$ cat src/rtl/ppc_pkg.sv
`timescale 1ns/1ps
package ppc_pkg;

  localparam int BUS_W = 8;

  typedef enum logic [2:0] {
    RK_DATA,
    RK_DIR,
    RK_MODE,
    RK_LEN,
    RK_IRQ,
    RK_NONE
  } reg_kind_e;

  typedef struct packed {
    reg_kind_e   kind;
    logic [3:0]  idx;
  } reg_sel_t;

  // Offsets: data regs 0..np-1, direction regs np..2np-1, then mode,
  // latch enable and interrupt flag.
  function automatic reg_sel_t ppc_decode(input int unsigned a, input int unsigned np);
    reg_sel_t r;
    r.kind = RK_NONE;
    r.idx  = '0;
    if (a < np) begin
      r.kind = RK_DATA;
      r.idx  = 4'(a);
    end else if (a < 2 * np) begin
      r.kind = RK_DIR;
      r.idx  = 4'(a - np);
    end else if (a == 2 * np) begin
      r.kind = RK_MODE;
    end else if (a == 2 * np + 1) begin
      r.kind = RK_LEN;
    end else if (a == 2 * np + 2) begin
      r.kind = RK_IRQ;
    end
    return r;
  endfunction

endpackage

$ cat src/rtl/ppc_regfile.sv
`timescale 1ns/1ps
module ppc_regfile
  import ppc_pkg::*;
#(
  parameter int PW = 7,
  parameter int NP = 2,
  parameter int AW = 3
) (
  input  logic                 clk,
  input  logic                 rst_n,
  input  logic                 we,
  input  logic [AW-1:0]        addr,
  input  logic [BUS_W-1:0]     wdata,
  input  logic [NP*PW-1:0]     pin_i,
  input  logic [NP*PW-1:0]     force_in,
  input  logic                 irq_q,
  output logic [NP*PW-1:0]     data_q,
  output logic [NP*PW-1:0]     dir_q,
  output logic [NP-1:0]        mode_q,
  output logic                 len_q,
  output logic                 irq_clr,
  output logic [BUS_W-1:0]     rdata
);

  localparam int IW = (NP > 1) ? $clog2(NP) : 1;

  reg_sel_t dec;
  assign dec = ppc_decode(32'(addr), NP);

  logic [PW-1:0] data_r  [NP];
  logic [PW-1:0] dir_r   [NP];
  logic [PW-1:0] pin_r   [NP];
  logic [PW-1:0] force_r [NP];

  for (genvar p = 0; p < NP; p++) begin : g_port
    always_ff @(posedge clk or negedge rst_n) begin
      if (!rst_n) begin
        data_r[p] <= '0;
      end else if (we && dec.kind == RK_DATA && dec.idx == 4'(p)) begin
        data_r[p] <= wdata[PW-1:0];
      end
    end

    always_ff @(posedge clk or negedge rst_n) begin
      if (!rst_n) begin
        dir_r[p] <= '0;
      end else if (we && dec.kind == RK_DIR && dec.idx == 4'(p)) begin
        dir_r[p] <= wdata[PW-1:0];
      end
    end

    assign data_q[p*PW +: PW] = data_r[p];
    assign dir_q[p*PW +: PW]  = dir_r[p];
    assign pin_r[p]           = pin_i[p*PW +: PW];
    assign force_r[p]         = force_in[p*PW +: PW];
  end

  always_ff @(posedge clk or negedge rst_n) begin
    if (!rst_n) begin
      mode_q <= '0;
    end else if (we && dec.kind == RK_MODE) begin
      mode_q <= wdata[NP-1:0];
    end
  end

  always_ff @(posedge clk or negedge rst_n) begin
    if (!rst_n) begin
      len_q <= 1'b0;
    end else if (we && dec.kind == RK_LEN) begin
      len_q <= wdata[0];
    end
  end

  assign irq_clr = we && (dec.kind == RK_IRQ) && wdata[0];

  logic [IW-1:0] sel_idx;
  logic [PW-1:0] out_mask;
  logic [PW-1:0] rd_bits;

  assign sel_idx  = dec.idx[IW-1:0];
  assign out_mask = dir_r[sel_idx] & ~force_r[sel_idx];

  always_comb begin
    rd_bits = '0;
    rdata   = '0;
    unique case (dec.kind)
      RK_DATA: begin
        rd_bits = (data_r[sel_idx] & out_mask) | (pin_r[sel_idx] & ~out_mask);
        rdata   = BUS_W'(rd_bits);
      end
      RK_DIR: begin
        rdata = BUS_W'(dir_r[sel_idx]);
      end
      RK_IRQ: begin
        rdata = BUS_W'(irq_q);
      end
      default: begin
        rdata = '0;
      end
    endcase
  end

endmodule

$ cat src/rtl/ppc_port_drive.sv
`timescale 1ns/1ps
module ppc_port_drive #(
  parameter int PW = 7
) (
  input  logic          direct,
  input  logic [PW-1:0] data,
  input  logic [PW-1:0] dir,
  input  logic [PW-1:0] ctl_out,
  input  logic [PW-1:0] ctl_oe,
  input  logic [PW-1:0] force_in,
  output logic [PW-1:0] pin_o,
  output logic [PW-1:0] pin_oe
);

  logic [PW-1:0] oe_raw;

  assign oe_raw = direct ? dir : ctl_oe;
  assign pin_o  = direct ? data : ctl_out;
  assign pin_oe = oe_raw & ~force_in;

endmodule

$ cat src/rtl/ppc_latch_detect.sv
`timescale 1ns/1ps
module ppc_latch_detect #(
  parameter int SYNC_STAGES = 2
) (
  input  logic clk,
  input  logic rst_n,
  input  logic pin,
  input  logic enable,
  input  logic clr,
  output logic strobe,
  output logic flag
);

  logic [SYNC_STAGES-1:0] sync_q;
  logic                   last_q;

  always_ff @(posedge clk or negedge rst_n) begin
    if (!rst_n) begin
      sync_q <= '1;
      last_q <= 1'b1;
    end else begin
      sync_q <= {sync_q[SYNC_STAGES-2:0], pin};
      last_q <= sync_q[SYNC_STAGES-1];
    end
  end

  assign strobe = enable && last_q && !sync_q[SYNC_STAGES-1];

  always_ff @(posedge clk or negedge rst_n) begin
    if (!rst_n) begin
      flag <= 1'b0;
    end else if (strobe) begin
      flag <= 1'b1;
    end else if (clr) begin
      flag <= 1'b0;
    end
  end

endmodule

$ cat src/rtl/pport_ctrl.sv
`timescale 1ns/1ps
module pport_ctrl
  import ppc_pkg::*;
#(
  parameter int PORT_W     = 7,
  parameter int NUM_PORTS  = 2,
  parameter int ADDR_W     = 3,
  parameter int LATCH_PORT = 0,
  parameter int LATCH_BIT  = 6
) (
  input  logic                        clk,
  input  logic                        rst_n,
  input  logic                        host_we,
  input  logic [ADDR_W-1:0]           host_addr,
  input  logic [7:0]                  host_wdata,
  output logic [7:0]                  host_rdata,
  input  logic [NUM_PORTS*PORT_W-1:0] pin_i,
  output logic [NUM_PORTS*PORT_W-1:0] pin_o,
  output logic [NUM_PORTS*PORT_W-1:0] pin_oe,
  input  logic [NUM_PORTS*PORT_W-1:0] ctl_out,
  input  logic [NUM_PORTS*PORT_W-1:0] ctl_oe,
  output logic                        latch_strobe,
  output logic                        irq
);

  localparam int TW        = NUM_PORTS * PORT_W;
  localparam int LATCH_IDX = LATCH_PORT * PORT_W + LATCH_BIT;

  logic [TW-1:0]        data_q;
  logic [TW-1:0]        dir_q;
  logic [NUM_PORTS-1:0] mode_q;
  logic                 len_q;
  logic                 irq_clr;
  logic                 irq_q;
  logic [TW-1:0]        force_vec;

  assign force_vec = TW'(len_q) << LATCH_IDX;

  ppc_regfile #(
    .PW (PORT_W),
    .NP (NUM_PORTS),
    .AW (ADDR_W)
  ) u_regs (
    .clk      (clk),
    .rst_n    (rst_n),
    .we       (host_we),
    .addr     (host_addr),
    .wdata    (host_wdata),
    .pin_i    (pin_i),
    .force_in (force_vec),
    .irq_q    (irq_q),
    .data_q   (data_q),
    .dir_q    (dir_q),
    .mode_q   (mode_q),
    .len_q    (len_q),
    .irq_clr  (irq_clr),
    .rdata    (host_rdata)
  );

  for (genvar p = 0; p < NUM_PORTS; p++) begin : g_drive
    ppc_port_drive #(
      .PW (PORT_W)
    ) u_drive (
      .direct   (mode_q[p]),
      .data     (data_q[p*PORT_W +: PORT_W]),
      .dir      (dir_q[p*PORT_W +: PORT_W]),
      .ctl_out  (ctl_out[p*PORT_W +: PORT_W]),
      .ctl_oe   (ctl_oe[p*PORT_W +: PORT_W]),
      .force_in (force_vec[p*PORT_W +: PORT_W]),
      .pin_o    (pin_o[p*PORT_W +: PORT_W]),
      .pin_oe   (pin_oe[p*PORT_W +: PORT_W])
    );
  end

  ppc_latch_detect #(
    .SYNC_STAGES (2)
  ) u_latch (
    .clk    (clk),
    .rst_n  (rst_n),
    .pin    (pin_i[LATCH_IDX]),
    .enable (len_q),
    .clr    (irq_clr),
    .strobe (latch_strobe),
    .flag   (irq_q)
  );

  assign irq = irq_q;

endmodule

$ cat config.mk
export PLATFORM = sky130hd
export DESIGN_NAME = pport_ctrl
export DESIGN_NICKNAME = d
export VERILOG_FILES = /design/src/rtl/ppc_pkg.sv /design/src/rtl/ppc_regfile.sv /design/src/rtl/ppc_port_drive.sv /design/src/rtl/ppc_latch_detect.sv /design/src/rtl/pport_ctrl.sv
export SDC_FILE = /design/constraint.sdc
export NUM_CORES = 1
export LEC_CHECK = 0
export BUFFER_PORTS_ARGS = -buffer_cell sky130_fd_sc_hd__buf_2
export CORE_MARGIN = 1
export CORE_UTILIZATION = 40
export CTS_BUF_LIST = sky130_fd_sc_hd__clkbuf_4 sky130_fd_sc_hd__clkbuf_8
export DETAILED_ROUTE_END_ITERATION = 16
export GPL_TIMING_DRIVEN = 0
export PLACE_DENSITY = 0.7
export SYNTH_ARGS = -nofsm -noshare
export SYNTH_HDL_FRONTEND = slang
export SYNTH_SLANG_ARGS = --single-unit
$ cat constraint.sdc
create_clock -name clk -period 1.8 [get_ports clk]
set_input_delay 0.27 -clock clk [delete_from_list [all_inputs] [get_ports clk]]
set_output_delay 0.27 -clock clk [all_outputs]
set_load 0.01 [all_outputs]
# After elaboration in Yosys (flattened, before gate mapping)
# Index checks and enable logic that the tools add are counted.
# classes
add_sub_neg	1
n_mul	0
div	0
order_cmp	3
n_eq_ne	8
shifts	0
n_mux	25
bitwise_logic	9
n_reduce_logical	16
# op_table
cell	n
$mux W7	17
$and A7 B7 Y7	4
$not A7 Y7	3
$pmux W7 S3	1
$eq A3 B3 Y1 const B	4
$logic_and A1 B1 Y1	12
$mux W3	3
$or A7 B7 Y7	1
$eq A3 B2 Y1 const B	2
$eq A4 B1 Y1 const B	1
$logic_not A4 Y1	1
$mux W4	1
$sub A3 B2 Y4 const B	1
$eq A3 B1 Y1 const B	1
$logic_not A3 Y1	1
$lt A3 B2 Y1 const B	1
$lt A3 B3 Y1 const B	1
$mux W1	3
$ge A2 B2 Y1 const B	1
$not A1 Y2	1
$reduce_bool A2 Y1	1
$logic_not A1 Y1	1
# word_totals
reg_bits	35
latchBits	0
mem_bits_rw	0
mem_bits_ro	0
out_inout_bits	38
memories	0

# Longest topological paths before layout
# Gate-level depths: netlist of run 1.
# logic_depth
word_depth	16
depth_mapped	4
ltp_nobuf	3

# Modules after synthesis
# Synthesis of run 1 repeated with hierarchy kept, for this count alone.
# unflattened
hier_cells	189
hier_area_um2	2230.9
# modules_own_cells
mod	n_inst	cells_each	area_per_inst_um2	seq_area_each_um2
ppc_regfile	1	134	1659.1	775.7
ppc_port_drive	2	23	217.7	0.0
ppc_latch_detect	1	8	132.6	103.8
pport_ctrl	1	1	3.8	0.0

# Worst setup path after synthesis of run 1
# OpenSTA, ideal clock, no wires.
# synth_path
kind	input port to output port
from	in host_addr[1]
to	out host_rdata[2]
arrival_ns	1.156
slack_ns	0.374
path_stages	3
cell_sequence	buf_2 -> o311a_1 -> a311oi_1
# synth_between
elab_chain_cells	12
elab_cells_between_ends	30
cone_classes	2 x order compare; 5 x eq/ne; 16 x mux; 6 x bitwise; 1 x reduce/logical
# synth_rtl
element	line	source
start, declared	pport_ctrl.sv:14	input logic [ADDR_W-1:0] host_addr,
$lt A3 B3 Y1	ppc_pkg.sv:29	end else if (a < 2 * np) begin
$mux W4	ppc_pkg.sv:29	
$mux W7 *	ppc_pkg.sv:26	if (a < np) begin
$not A1 Y2 (not written as such)	ppc_regfile.sv:81, ppc_regfile.sv:88, ppc_regfile.sv:92	
$mux W7 (not written as such) (3 in a row)	ppc_regfile.sv:81, ppc_regfile.sv:92	
$and A7 B7 Y7	ppc_regfile.sv:81	assign out_mask = dir_r[sel_idx] & ~force_r[sel_idx];
$not A7 Y7	ppc_regfile.sv:88	rd_bits = (data_r[sel_idx] & out_mask) | (pin_r[sel_idx] & ~out_mask);
$and A7 B7 Y7	ppc_regfile.sv:88	
$or A7 B7 Y7	ppc_regfile.sv:88	
$pmux W7 S3 *	ppc_regfile.sv:86	unique case (dec.kind)
end, declared	pport_ctrl.sv:16	output logic [7:0] host_rdata,
# Every way passes the cells marked *; elsewhere a longest branch is shown, timed or not. The select of a mux whose other input is x is not followed.

# Worst setup path after layout of run 1
# layout_path
from	reg u_regs.dir_r (netlist bit u_regs.dir_q[11])
to	out host_rdata[4]
# layout_between
elab_chain_cells	8
elab_cells_between_ends	9
cone_classes	4 x mux; 5 x bitwise
# layout_rtl
element	line	source
start, declared	ppc_regfile.sv:31	logic [PW-1:0] dir_r [NP];
start signal, assigned by index	ppc_regfile.sv:48	dir_r[p] <= wdata[PW-1:0];
$mux W7 (not written as such) * (3 in a row)	ppc_regfile.sv:81, ppc_regfile.sv:92	
$and A7 B7 Y7	ppc_regfile.sv:81	
$not A7 Y7	ppc_regfile.sv:88	
$and A7 B7 Y7	ppc_regfile.sv:88	
$or A7 B7 Y7	ppc_regfile.sv:88	
$pmux W7 S3 *	ppc_regfile.sv:86	
# Marked as above.

==> run_results.csv, run 1 <==
group,metric,value,unit
placed_design,pre_cts_slack,0.0933,ns
placed_design,place.gp.congestion,0.781,
pwr,ir_worst_vdd,0.493,mV
synth,async_reset_ff_frac,1.00,
die,fp.dieH,74.0,µm
worst_setup_path,crit_fanout,4,
worst_hold_path,hp-class,"input pin to async pin",
drt,drtIter0Drc,84,
synth,synth_seq_cells,35,
sta,fin_crit_sh,0.967,
cells_and_area,n_antenna_cell,0,
grt,antenna_found_initial,0,
cells_and_area,drive_gt1_frac,0.655,
synth,synth_edf_count,0,
worst_setup_path,required,1.53,ns
synth,ys.flop_type,"dfrtp_1",
synth,synth.largest_area_cell,"dfrtp_1",
synth,synth_top_area_share,0.386,
worst_setup_path,r2r_cells,2,
synth,synth.most_common_cell,"mux2_2",
synth,netlist_instances,175,
worst_setup_path,critical_path_class,"flop to primary output",
drt,via_per_inst,5.06,
sta,finalCriticalPeriod,1.74,ns
job,cap_violations,0,
synth,yosys.area_share.adder,0,
grt,grt_pass1_wl,8170,µm
placed_design,dpl.hpwl,3760,µm
clock_network,clock_sinks,35,
synth,synth_cell_types,34,
synth,synth_mux_area_frac,0.332,
synth,netlist_area,2080,µm²
clock_network,clkLatencyLatePin,0.29,ns
pwr,power_density,976,nW/µm²
clock_network,path_clk_slew,0.07,ns
drt,drt_pass1_iterations,4,
sta,postLayoutSetupSlackWorst,0.0591,ns
synth,synth_nets,231,
clock_network,hold_buffers,0,
die,die_w,74.0,µm
sta,skew,0.00546,ns
clock_network,cts_tree,"done",
worst_setup_path,end_kind,"primary output",
worst_setup_path,cp-start-kind,"flop",
die,core-area,4850,µm²
synth,yosys-top-cells-count,"mux2_2 (51), dfrtp_1 (32), o21ai_0 (10)",
sta,worst_pin_slew,0.757,ns
sta,rsz0062_at_grt,"false",
grt,grtUsageTotal,0.206,
worst_setup_path,endpoint,"host_rdata[4]",
sta,finalSetupViolations,0,
drt,remaining_drc_errors,0,
synth,synth_compound_area_frac,0.101,
synth,synth_area_per_cell,11.9,µm²
drt,wire_per_inst,15.4,µm
synth,synthXorXnorAreaFrac,0,
worst_setup_path,rrSetupSlack,0.74,ns
grt,grt_pass1_vias,1619,
pwr,leakage,1.30,nW
drt,drtAntennaViolNets,0,
clock_network,cts-root-buf,"clkbuf_8",
worst_setup_path,startpoint,"u_regs.dir_q[11]",
clock_network,numCtsBuffers,5,
worst_setup_path,rr_endpoint,"u_regs.mode_q[0]",
worst_setup_path,arrival,1.47,ns
sta,slew_violations,0,
synth,yosys-top-cells-area,"dfrtp_1 (39%), mux2_2 (28%), mux2_4 (5.1%)",
die,ios,94,
drt,wirelength,5260,µm
status,status,"complete, no violations",
synth,yosysSeqAreaShare,0.424,
cells_and_area,syn_to_final_growth,32.2,%
sta,fmax,574,MHz
sta,maxSlewHeadroom,0.495,
grt,grt_start_max_net_pins,36,
cells_and_area,nets,330,
synth,synth_top_family_by_area,"multiplexers",
clock_network,h-tree-depth,2,
die,rows,25,
drt,vias,1729,
clock_network,clock_path_buffers,2,
worst_setup_path,timing.rr.start,"u_regs.mode_q[0]",
placed_design,port_buffers,91,
die,start_util,0.428,
synth,synth_warnings,0,
grt,overflow,0,
sta,hold_viol,0,
synth,yosys.area_share.simple,0.107,
pwr,fin_total_pwr,2.68,mW
die,die_area,5480,µm²
sta,tns,0,ns
## flip-flops by register name, summed over array words and instances, names as in the netlist
register / flops
u_regs.dir_q: 14
u_regs.len_q: 1
u_latch.last_q: 1
u_regs.mode_q: 2
u_latch.sync_q: 2
u_regs.data_q: 14
u_latch.flag: 1
## critical path, cell delays in order (launching register included)
cell      delay, ns
dfrtp_1        0.41
o311a_1        0.38
a211oi_2       0.23
buf_2          0.17
## metrics by stage
| stage | hold slack (ns) | utilization | cell area (µm²) | std cells |
|---|---|---|---|---|
| 2_1_floorplan | -0.0256 | - | 2080 | 175 |
| 3_3_place_gp | 0.346 | 0.539 | 2620 | 333 |
| 5_1_grt | 0.0801 | 0.566 | 2750 | 342 |
| 4_1_cts | 0.0778 | 0.564 | 2730 | 342 |
| 6_report | 0.0465 | 0.566 | 2750 | 342 |
| 3_5_place_dp | 0.347 | 0.539 | 2620 | 333 |
## layer usage
| layer | vias to the layer above | wire (µm) | part of all wire | track usage |
|---|---|---|---|---|
| li1 | 836 | - | - | - |
| met5 | - | 0 | 0 | 0 |
| met1 | 826 | 2420 | 0.46 | 0.277 |
| met2 | 57 | 2500 | 0.48 | 0.324 |
| met3 | 10 | 239 | 0.045 | 0.0407 |
| met4 | 0 | 102 | 0.019 | 0.0876 |
## layout make-up
type	instances	area, µm²
sequential	35	882
buffer	9	57.6
clock buffer	8	91.3
timing repair buffer	94	478
multi-input combinational	125	1140
fill	434	2100
inverter	4	15.0
tap	67	83.8
## report_power, final
group / total (mW) / leakage [nW] / switching [mW] / internal, mW
Combinational: 0.966 / 0.839 / 0.406 / 0.561
Clock: 0.600 / 0.0498 / 0.280 / 0.320
Sequential: 1.11 / 0.411 / 0.158 / 0.955
## worst min-delay path by stage
stage | endpoint | cells past startpoint | slack (ns) | start
6_report | u_regs.len_q | 1 | 0.05 | rst_n
5_1_grt | u_latch.sync_q[0] | 1 | 0.08 | pin_i[6]
4_1_cts | u_regs.data_q[13] | 1 | 0.08 | rst_n
3_5_place_dp | u_latch.sync_q[1] | 0 | 0.35 | u_latch.sync_q[0]
3_3_place_gp | u_latch.sync_q[1] | 0 | 0.35 | u_latch.sync_q[0]
2_1_floorplan | u_latch.flag | 0 | -0.03 | rst_n
## layout by cell type, fill, tap and decap left out, drive strengths merged, types with 4 or more instances in the layout
| master | n |
|---|---|
| buf | 101 |
| mux2 | 58 |
| dfrtp | 32 |
| o21ai | 10 |
| clkbuf | 10 |
| nor2 | 7 |
| o21a | 6 |
| nor3b | 6 |
| nand2b | 6 |
| nor2b | 5 |
| a21oi | 5 |
| inv | 4 |
## cell families after synthesis
group	after synthesis
AND/OR/NAND/NOR	33
buffers and inverters	15
other	1
AO/OA/AOI/OAI	32
flip-flops	35
multiplexers	59
## repair_timing
| action | CTS | global route |
|---|---|---|
| pin swaps | 0 | 0 |
| setup endpoints to repair | 19 | 12 |
| setup buffers | 3 | 0 |
| gates resized for setup | 5 | 5 |
Note: power is estimated with default switching activity, not from simulation.
==> run 2, diff against run 1 <==
--- a/config.mk
+++ b/config.mk
@@ -7,11 +7,11 @@
 export LEC_CHECK = 0
 export BUFFER_PORTS_ARGS = -buffer_cell sky130_fd_sc_hd__buf_2
 export CORE_MARGIN = 1
-export CORE_UTILIZATION = 40
+export CORE_UTILIZATION = 49
 export CTS_BUF_LIST = sky130_fd_sc_hd__clkbuf_4 sky130_fd_sc_hd__clkbuf_8
 export DETAILED_ROUTE_END_ITERATION = 16
 export GPL_TIMING_DRIVEN = 0
-export PLACE_DENSITY = 0.7
+export PLACE_DENSITY = 0.83
 export SYNTH_ARGS = -nofsm -noshare
 export SYNTH_HDL_FRONTEND = slang
 export SYNTH_SLANG_ARGS = --single-unit
==> run 2 against run 1 <==
Net effect:
- die area decreased by 18%
- setup slack got worse by 0.038 ns
- via count increased by 2.9%
- maximum frequency decreased by 2.1%
- wire length decreased by 0.15%
- largest power group unchanged
- highest routed layer unchanged
==> run_results.csv, run 2 (synthesized netlist as in run 1, its figures left out) <==
group,metric,value,unit
status,status,"complete, no violations",
placed_design,port_buffers,91,
worst_setup_path,arrival,1.51,ns
worst_setup_path,endpoint,"host_rdata[6]",
grt,grt_pass1_vias,1646,
cells_and_area,nets,331,
sta,finalCriticalPeriod,1.78,ns
drt,vias,1780,
die,die_w,67.1,µm
drt,via_per_inst,5.46,
grt,grt_start_max_net_pins,36,
placed_design,dpl.hpwl,3790,µm
worst_setup_path,worst-path-stages,4,
grt,antenna_found_initial,0,
sta,hold_viol,0,
drt,wire_per_inst,16.1,µm
worst_setup_path,end_kind,"primary output",
clock_network,hold_buffers,0,
worst_setup_path,critPathMaxStageDelay,0.48,ns
worst_hold_path,hp-class,"input pin to async pin",
job,cap_violations,0,
cells_and_area,stdcell_area,2730,µm²
clock_network,clkLatencyLatePin,0.29,ns
cells_and_area,n_antenna_cell,0,
pwr,power_density,998,nW/µm²
grt,grt_pass1_wl,7790,µm
placed_design,pre_cts_slack,0.0702,ns
clock_network,cts-root-buf,"clkbuf_8",
die,rows,23,
drt,drt_pass1_iterations,4,
cells_and_area,instances_no_fill,326,
cells_and_area,drive_gt1_frac,0.652,
worst_setup_path,required,1.53,ns
worst_setup_path,critPathBufInv,1,
placed_design,placedInstanceArea,2590,µm²
worst_setup_path,cp-start-kind,"flop",
worst_setup_path,critical_path_class,"flop to primary output",
cells_and_area,final_util,0.678,
die,core-area,4030,µm²
clock_network,path_clk_slew,0.07,ns
grt,top_usage_layer,"met2",
grt,grtUsageTotal,0.243,
drt,remaining_drc_errors,0,
worst_setup_path,crit_fanout,2,
die,ios,94,
drt,drtIter0Drc,90,
pwr,leakage,1.31,nW
sta,finalSetupViolations,0,
sta,slew_violations,0,
pwr,fin_total_pwr,2.73,mW
cells_and_area,syn_to_final_growth,31.6,%
worst_setup_path,startpoint,"u_regs.data_q[6]",
worst_setup_path,timing.rr.start,"u_regs.mode_q[0]",
clock_network,clock_sinks,35,
cells_and_area,final_cell_mix,"buf_2 (94), mux2_2 (51), dfrtp_1 (30)",
sta,maxSlewHeadroom,0.484,
die,die_area,4500,µm²
sta,fin_crit_sh,0.988,
sta,worst_pin_slew,0.773,ns
worst_setup_path,r2r_cells,2,
sta,hold_ws,0.0413,ns
die,start_util,0.515,
placed_design,place_inst,316,
worst_setup_path,crit_family,"simple AND/OR/NAND/NOR gates",
grt,overflow,0,
worst_setup_path,path_cells,"or3b_2 -> a21oi_2 -> o22ai_1 -> buf_2",
sta,postLayoutSetupSlackWorst,0.0211,ns
worst_setup_path,cpMaxStageDelayCell,"or3b_2",
clock_network,h-tree-depth,2,
placed_design,place.gp.congestion,0.791,
grt,grt.met1_usage,0.298,
drt,wirelength,5250,µm
die,fp.dieH,67.1,µm
grt,met2_usage,0.406,
drt,drtAntennaViolNets,0,
clock_network,clock_path_buffers,2,
grt,grt_util_met3,0.0582,
clock_network,numCtsBuffers,5,
sta,fmax,562,MHz
sta,tns,0,ns
pwr,ir_worst_vdd,0.485,mV
cells_and_area,mostFrequentLayoutCell,"buf_2",
sta,skew,0.00351,ns
worst_setup_path,rrSetupSlack,0.74,ns
clock_network,cts_tree,"done",
worst_setup_path,rr_endpoint,"u_regs.mode_q[0]",
-- run 2: changes by cell type in the layout (fill, tap and decap cells not counted) --
| cell | previous run | this run |
|---|---|---|
| a211oi_1 | 0 | 1 |
| a211oi_2 | 1 | 0 |
| buf_4 | 6 | 8 |
| buf_6 | 1 | 0 |
| clkbuf_4 | 3 | 1 |
| clkbuf_8 | 5 | 7 |
| or3b_2 | 0 | 1 |
| or3b_4 | 1 | 0 |
-- run 2: worst min path at each step --
stage / cells past startpoint / end / from / slack (ns)
after floorplan: 0 / u_latch.flag / rst_n / -0.03
after detailed placement: 0 / u_latch.sync_q[1] / u_latch.sync_q[0] / 0.35
after global routing: 1 / u_latch.sync_q[0] / pin_i[6] / 0.08
after global placement: 0 / u_latch.sync_q[1] / u_latch.sync_q[0] / 0.35
after CTS: 1 / u_regs.dir_q[11] / rst_n / 0.06
final: 1 / u_regs.dir_q[11] / rst_n / 0.04
-- run 2: area by class of cell --
type | instances | area, µm²
Multi-Input combinational cell | 125 | 1130
Tap cell | 50 | 62.6
Fill cell | 321 | 1300
Clock buffer | 8 | 104
Inverter | 4 | 15.0
Timing Repair Buffer | 95 | 485
Sequential cell | 35 | 882
Buffer | 9 | 53.8
-- run 2: timing repair --
action | in CTS | in global routing
resized for setup | 4 | 3
setup endpoints to repair | 19 | 2
pin swaps | 0 | 1
buffers inserted | 3 | 1
-- run 2: power by group --
part / internal, mW / switching, mW
sequential: 0.955 / 0.159
combinational: 0.559 / 0.406
clock: 0.364 / 0.285
total: 1.88 / 0.850
-- run 2: per-layer routing --
| metal | vias to the layer above | routed length [µm] |
|---|---|---|
| li1 | 836 | - |
| met1 | 863 | 2260 |
| met2 | 71 | 2580 |
| met3 | 10 | 321 |
| met4 | 0 | 91 |
| met5 | - | 0 |
